===== src/rtl/drift_rx_pkg.sv =====
package drift_rx_pkg;

    localparam int unsigned BYTE_W    = 8;
    localparam int unsigned FRAME_IDX = BYTE_W;   // index of the stop sample

    typedef enum logic [1:0] {
        ST_IDLE,
        ST_START,
        ST_BITS
    } rx_state_e;

    typedef struct packed {
        logic [BYTE_W-1:0] data;
        logic              valid;
        logic              ferr;
    } rx_result_t;

    function automatic int unsigned trim_up(input int unsigned p,
                                            input int unsigned step,
                                            input int unsigned hi);
        return (p + step > hi) ? hi : p + step;
    endfunction

    function automatic int unsigned trim_down(input int unsigned p,
                                              input int unsigned step,
                                              input int unsigned lo);
        return (p < lo + step) ? lo : p - step;
    endfunction

endpackage


===== src/rtl/drift_rx_sync.sv =====
module drift_rx_sync #(
    parameter int unsigned STAGES = 2
) (
    input  logic clk,
    input  logic rst,
    input  logic rx_i,
    output logic rx_s_o,
    output logic edge_o,
    output logic fall_o
);
    logic [STAGES-1:0] chain_q;
    logic              prev_q;

    always_ff @(posedge clk) begin
        if (rst) begin
            chain_q <= '1;
            prev_q  <= 1'b1;
        end else begin
            chain_q <= {chain_q[STAGES-2:0], rx_i};
            prev_q  <= chain_q[STAGES-1];
        end
    end

    assign rx_s_o = chain_q[STAGES-1];
    assign edge_o = rx_s_o ^ prev_q;
    assign fall_o = prev_q & ~rx_s_o;

endmodule


===== src/rtl/drift_rx_period.sv =====
module drift_rx_period
    import drift_rx_pkg::*;
#(
    parameter int unsigned PER_NOM = 104,
    parameter int unsigned PER_MIN = 94,
    parameter int unsigned PER_MAX = 114,
    parameter int unsigned STEP    = 1,
    parameter int unsigned WIN     = 2,
    parameter int unsigned PW      = 7
) (
    input  logic          clk,
    input  logic          rst,
    input  logic          track_i,
    input  logic          edge_i,
    input  logic [PW-1:0] cnt_i,
    input  logic          reload_i,
    output logic [PW-1:0] period_o
);
    localparam logic [PW:0] WIN_V = (PW+1)'(WIN);

    logic [PW-1:0] period_q;
    logic [PW-1:0] target;
    logic          in_win;

    // boundary expected about half a period after the centre sample
    assign target = period_q - (period_q >> 1) - PW'(1);
    assign in_win = track_i && edge_i
                 && ({1'b0, cnt_i} + WIN_V >= {1'b0, target})
                 && ({1'b0, cnt_i} <= {1'b0, target} + WIN_V);

    always_ff @(posedge clk) begin
        if (rst || reload_i) begin
            period_q <= PW'(PER_NOM);
        end else if (in_win && (cnt_i > target)) begin
            period_q <= PW'(trim_up(int'(period_q), STEP, PER_MAX));
        end else if (in_win && (cnt_i < target)) begin
            period_q <= PW'(trim_down(int'(period_q), STEP, PER_MIN));
        end
    end

    assign period_o = period_q;

    p_period_range_r6: assert property (@(posedge clk) disable iff (rst)
        (period_q >= PW'(PER_MIN)) && (period_q <= PW'(PER_MAX)));

    p_step_size_r4: assert property (@(posedge clk) disable iff (rst)
        (!$past(reload_i) && (period_q > $past(period_q)))
            |-> (period_q - $past(period_q) <= PW'(STEP)));

    p_step_down_r4: assert property (@(posedge clk) disable iff (rst)
        (!$past(reload_i) && (period_q < $past(period_q)))
            |-> ($past(period_q) - period_q <= PW'(STEP)));

    p_quiet_hold_r5: assert property (@(posedge clk) disable iff (rst)
        (!edge_i && !reload_i) |=> $stable(period_q));

endmodule


===== src/rtl/drift_rx_fsm.sv =====
module drift_rx_fsm
    import drift_rx_pkg::*;
#(
    parameter int unsigned PW = 7
) (
    input  logic              clk,
    input  logic              rst,
    input  logic              rx_s_i,
    input  logic              fall_i,
    input  logic [PW-1:0]     period_i,
    output logic [PW-1:0]     cnt_o,
    output logic              track_o,
    output logic              stop_bad_o,
    output rx_result_t        res_o
);
    localparam int unsigned IW = $clog2(FRAME_IDX + 1);

    rx_state_e         state_q;
    logic [PW-1:0]     cnt_q;
    logic [IW-1:0]     idx_q;
    logic [BYTE_W-1:0] shreg_q;
    rx_result_t        res_q;
    logic [PW-1:0]     half;
    logic              bit_tick;
    logic              stop_tick;

    assign half      = period_i >> 1;
    assign bit_tick  = (state_q == ST_BITS) && (cnt_q >= period_i - PW'(1));
    assign stop_tick = bit_tick && (idx_q == IW'(FRAME_IDX));

    always_ff @(posedge clk) begin
        if (rst) begin
            state_q <= ST_IDLE;
            cnt_q   <= '0;
            idx_q   <= '0;
            shreg_q <= '0;
            res_q   <= '0;
        end else begin
            res_q.valid <= 1'b0;
            res_q.ferr  <= 1'b0;
            unique case (state_q)
                ST_IDLE: begin
                    cnt_q <= '0;
                    if (fall_i) state_q <= ST_START;
                end
                ST_START: begin
                    if (cnt_q == half - PW'(1)) begin
                        cnt_q   <= '0;
                        idx_q   <= '0;
                        state_q <= rx_s_i ? ST_IDLE : ST_BITS;
                    end else begin
                        cnt_q <= cnt_q + PW'(1);
                    end
                end
                ST_BITS: begin
                    if (bit_tick) begin
                        cnt_q <= '0;
                        if (stop_tick) begin
                            state_q <= ST_IDLE;
                            if (rx_s_i) begin
                                res_q.valid <= 1'b1;
                                res_q.data  <= shreg_q;
                            end else begin
                                res_q.ferr  <= 1'b1;
                            end
                        end else begin
                            shreg_q <= {rx_s_i, shreg_q[BYTE_W-1:1]};
                            idx_q   <= idx_q + IW'(1);
                        end
                    end else begin
                        cnt_q <= cnt_q + PW'(1);
                    end
                end
                default: state_q <= ST_IDLE;
            endcase
        end
    end

    assign cnt_o      = cnt_q;
    assign track_o    = (state_q == ST_BITS);
    assign stop_bad_o = stop_tick && !rx_s_i;
    assign res_o      = res_q;

    p_valid_pulse_r2: assert property (@(posedge clk) disable iff (rst)
        res_q.valid |=> !res_q.valid);

    p_ferr_pulse_r7: assert property (@(posedge clk) disable iff (rst)
        res_q.ferr |=> !res_q.ferr);

    p_excl_flags_r7: assert property (@(posedge clk) disable iff (rst)
        !(res_q.valid && res_q.ferr));

    p_result_idle_r8: assert property (@(posedge clk) disable iff (rst)
        (res_q.valid || res_q.ferr) |-> (state_q == ST_IDLE));

endmodule


===== src/rtl/drift_uart_rx.sv =====
module drift_uart_rx
    import drift_rx_pkg::*;
#(
    parameter int unsigned PER_NOM     = 104,
    parameter int unsigned PER_MIN     = 94,
    parameter int unsigned PER_MAX     = 114,
    parameter int unsigned STEP        = 1,
    parameter int unsigned WIN         = 2,
    parameter int unsigned SYNC_STAGES = 2,
    localparam int unsigned PW         = $clog2(PER_MAX + 1)
) (
    input  logic              clk,
    input  logic              rst,
    input  logic              rx_i,
    output logic [BYTE_W-1:0] data_o,
    output logic              valid_o,
    output logic              frame_err_o,
    output logic [PW-1:0]     period_o
);
    logic          rx_s;
    logic          rx_edge;
    logic          rx_fall;
    logic [PW-1:0] period;
    logic [PW-1:0] cnt;
    logic          track;
    logic          stop_bad;
    rx_result_t    res;

    drift_rx_sync #(
        .STAGES (SYNC_STAGES)
    ) sync_i (
        .clk    (clk),
        .rst    (rst),
        .rx_i   (rx_i),
        .rx_s_o (rx_s),
        .edge_o (rx_edge),
        .fall_o (rx_fall)
    );

    drift_rx_period #(
        .PER_NOM (PER_NOM),
        .PER_MIN (PER_MIN),
        .PER_MAX (PER_MAX),
        .STEP    (STEP),
        .WIN     (WIN),
        .PW      (PW)
    ) period_i (
        .clk      (clk),
        .rst      (rst),
        .track_i  (track),
        .edge_i   (rx_edge),
        .cnt_i    (cnt),
        .reload_i (stop_bad),
        .period_o (period)
    );

    drift_rx_fsm #(
        .PW (PW)
    ) fsm_i (
        .clk        (clk),
        .rst        (rst),
        .rx_s_i     (rx_s),
        .fall_i     (rx_fall),
        .period_i   (period),
        .cnt_o      (cnt),
        .track_o    (track),
        .stop_bad_o (stop_bad),
        .res_o      (res)
    );

    assign data_o      = res.data;
    assign valid_o     = res.valid;
    assign frame_err_o = res.ferr;
    assign period_o    = period;

    p_ferr_reload_r7: assert property (@(posedge clk) disable iff (rst)
        frame_err_o |-> (period_o == PW'(PER_NOM)));

endmodule


===== config.mk =====
export PLATFORM = sky130hd
export DESIGN_NAME = drift_uart_rx
export DESIGN_NICKNAME = d
export VERILOG_FILES = /design/src/rtl/drift_rx_pkg.sv /design/src/rtl/drift_rx_sync.sv /design/src/rtl/drift_rx_period.sv /design/src/rtl/drift_rx_fsm.sv /design/src/rtl/drift_uart_rx.sv
export SDC_FILE = /design/constraint.sdc
export NUM_CORES = 1
export LEC_CHECK = 0
export BUFFER_PORTS_ARGS = -buffer_cell sky130_fd_sc_hd__buf_2
export CAP_MARGIN = 10
export CORE_MARGIN = 2
export CORE_UTILIZATION = 25
export CTS_CLUSTER_SIZE = 30
export DETAILED_ROUTE_END_ITERATION = 10
export SETUP_SLACK_MARGIN = 0.3
export SYNTH_ARGS = -nofsm -noshare
export SYNTH_HDL_FRONTEND = slang
export SYNTH_HIERARCHICAL = 1
export SYNTH_SLANG_ARGS = --single-unit

===== constraint.sdc =====
create_clock -name clk -period 3.94 [get_ports clk]
set_input_delay 0.788 -clock clk [delete_from_list [all_inputs] [get_ports clk]]
set_output_delay 0.788 -clock clk [all_outputs]
set_load 0.01 [all_outputs]

==> out/results.ini <==
[global_routing]
antenna_found_initial=0
grt_max_degree=33
grt_pass1_vias=3499
gr-total-overflow=0
grt_use_total_pct=12.3
grt_pass1_wl_mm=16.8

[clock_tree]
htree_levels=2
numCtsBuffers=5
cts_hold_buf=0
cts_sinks=41
clk_latency_ps=280
clock_path_buffers=2
root_buffer=clkbuf_16
cts.clk_slew.worst_paths_ps=60
cts_tree=built

[sta]
fin_setup_tns_ps=0
tightestPinTransition_ps=784
max_slew_margin_pct=47.5
fin_crit_ps=3680
hold_viol_final=0
fmax_ghz=0.272
finalCritPeriodShare_pct=93.5
final-setup-viol-count=0
drv_slew=0
skew_ps=5.88
grt_setup_unrepaired=yes
finalWorstSetupSlack_ps=257

[synth]
synth_edf_count=0
synthArstFlopShare_pct=0
synth_area_leaders=dfxtp_1 (21%), ha_1 (19%), mux2i_1 (4.4%), nor2_1 (3.5%), inv_1 (3.4%)
yosys_most_used_dff=dfxtp_1
synth-seq-area-share_pct=21.3
synth_area_um2=3860
syn_area_per_cell_um2=8.54
synthCells=452
synth-seq-cells=41
synth_fp_nets=515
yosysTopAreaCellShare_pct=21.3
yosysWarnings=6
synth_top_area_cell=dfxtp_1
yosysMostFrequentCell=ha_1
synth.distinct_cells=86
synthTopCellsByCount=ha_1 (59), dfxtp_1 (41), nor2_1 (36)

[hold_path]
hold_class=reg -> reg

[worst_setup_path]
crit_slowest_cell=or4b_4
critPathLaunchType=flop
cp_max_fo=6
worstPathRequired_ps=4110
worst_path_largest_cell_delay_ps=540
path_cells=inv_4, ha_4, nor3b_4, nor3_4, or4b_4, o311ai_4, xor2_1, ha_1, nand4_1, a21oi_2, nor4_2, nor2_2, o41ai_4, buf_12, a21oi_2, a31oi_1, o32a_1
critPathTopFamily=simple AND/OR/NAND/NOR gates
crit_buf_inv=2
worstSetupPathType=reg -> reg
crit_top_cell=a21oi_2
endpoint_kind=flop
crit_arrival_ps=3850

[place]
io_buffers=19
gp_congestion=0.889
dp.cells=663
post-place-ws_ps=128
place_hpwl_mm=7.36

[detailed_routing]
wl_met2_mm=5.07
ant_nets=0
vias=3538
dr_wl_met3_um=286
drc=0
highest_layer=met4
dr.first_iter.drc_count=178
met1_length_mm=4.57
wl_mm=10.1
drtPass1Iterations=4
wl_per_cell_um=14.6
via_per_inst=5.13

[layout]
syn_to_final_growth_pct=24.8
antenna_cells=0
final_nets=564
final.fill_count=1536
drive_above_1_share_pct=25.3
multi_input_area_um2=3010
regArea_um2=836
fin_cells=690

[floorplanning]
die_x_um=128
core.rowCount=45
ios=20
initial_core_util_pct=25.5
die_y_um=128
die_area_um2=16400
core_um2=15100

[power_and_ir_drop]
p_comb_share_pct=2.4
pwr-share-clk_pct=55.1
switchingPower_uw=190
ir_drop_mv=0.159
switching_share_pct=19.5
p_int_uw=786
pwr_density_cell_nw_per_um2=203
sequentialPowerShare_pct=42.6
leakage_uw=0.00203

[outcome]
status=finished clean

[flow_run]
maxCapViolations=0

## flip-flops by register name (all words and copies together), names as in the netlist
signal / flops
fsm_i/idx_q: 4
fsm_i/shreg_q: 8
fsm_i/cnt_o: 7
fsm_i/res_o: 10
sync_i/prev_q: 1
period_i/period_o: 7
sync_i/chain_q: 2
fsm_i/state_q: 2
## worst paths after layout
kind	slack, ps	depth (start not counted)	from	to
setup reg to reg	260	17	period_i/period_o[3]$_SDFFE_PP1P_	period_i/period_o[6]$_SDFFE_PP1P_
hold reg to reg	400	1	sync_i/chain_q[0]$_SDFF_PP1_	sync_i/chain_q[1]$_SDFF_PP1_
setup / recovery	260	17	period_i/period_o[3]$_SDFFE_PP1P_	period_i/period_o[6]$_SDFFE_PP1P_
hold / removal	400	1	sync_i/chain_q[0]$_SDFF_PP1_	sync_i/chain_q[1]$_SDFF_PP1_
## cell type report
| class | instances | share of cell area, % |
|---|---|---|
| inverters | 36 | 3.01 |
| repair buffers | 56 | 8.23 |
| clock buffers | 5 | 2.60 |
| multi-input cells | 361 | 62.5 |
| clock inverters | 3 | 1.43 |
| flip-flops and latches | 41 | 17.4 |
| well taps | 188 | 4.88 |
## per-stage QoR
step | hold WS, ps | utilization, % | power (µW) | area, µm²
floorplan | 383 | - | 443 | 3920
global placement | 390 | 28.4 | 447 | 4300
detailed placement | 389 | 28.4 | 448 | 4300
CTS | 399 | 30.8 | 986 | 4670
global route | 426 | 31.8 | 1010 | 4820
finish | 396 | 31.8 | 976 | 4820
## metal layers
metal | global-route usage [%] | up-vias
met1 | 15.7 | 1714
li1 | - | 1739
met4 | 4.01 | 0
met2 | 21.4 | 68
met3 | 1.59 | 17
met5 | 0 | -
## worst reg2reg max path: stages, from the launching register on
cell	delay (ps)
dfxtp_4	380
inv_4	50
ha_4	250
nor3b_4	220
nor3_4	90
or4b_4	540
o311ai_4	150
xor2_1	120
ha_1	320
nand4_1	150
a21oi_2	190
nor4_2	60
nor2_2	150
o41ai_4	130
buf_12	150
a21oi_2	170
a31oi_1	120
o32a_1	340
## placed cells by master, fill, tap and decap left out, types with 6 or more instances in the layout
master and n:
xor2_1 10, and3_1 7, nor2b_1 8, buf_4 33
inv_1 31, nor2_1 32, o211ai_1 9, xnor2_1 10
a21oi_1 15, ha_1 54, o21ai_0 14, nand3_1 17
dfxtp_1 35, nand2b_1 6, a21oi_2 9, mux2i_1 17
buf_2 19, nand2_1 28
## cell families after synthesis
kind of cell | after synthesis | share of synthesized area (%)
fa+ha+maj | 60 | 19.6
flops | 41 | 21.3
simple gates | 154 | 21.9
compound gates | 105 | 21.0
buf+inv | 50 | 5.54
mux | 18 | 4.80
xor+xnor | 24 | 5.84
## timing repair
action | in CTS | in global routing
resized for setup | 15 | 25
setup buffers | 15 | 4
pin swaps | 17 | 13
setup endpoints to repair | 5 | 8
## power groups by stage
| stage | clock network [µW] | logic, µW | registers, µW |
|---|---|---|---|
| 6_report | 537 | 22.9 | 416 |
| 5_1_grt | 565 | 25.8 | 416 |
| 4_1_cts | 547 | 22.5 | 416 |
| 3_5_place_dp | 0 | 22.5 | 426 |
| 3_3_place_gp | 0 | 21.9 | 426 |
| 2_1_floorplan | 0 | 17.8 | 425 |
No activity file was read; power rests on OpenSTA's default activity.
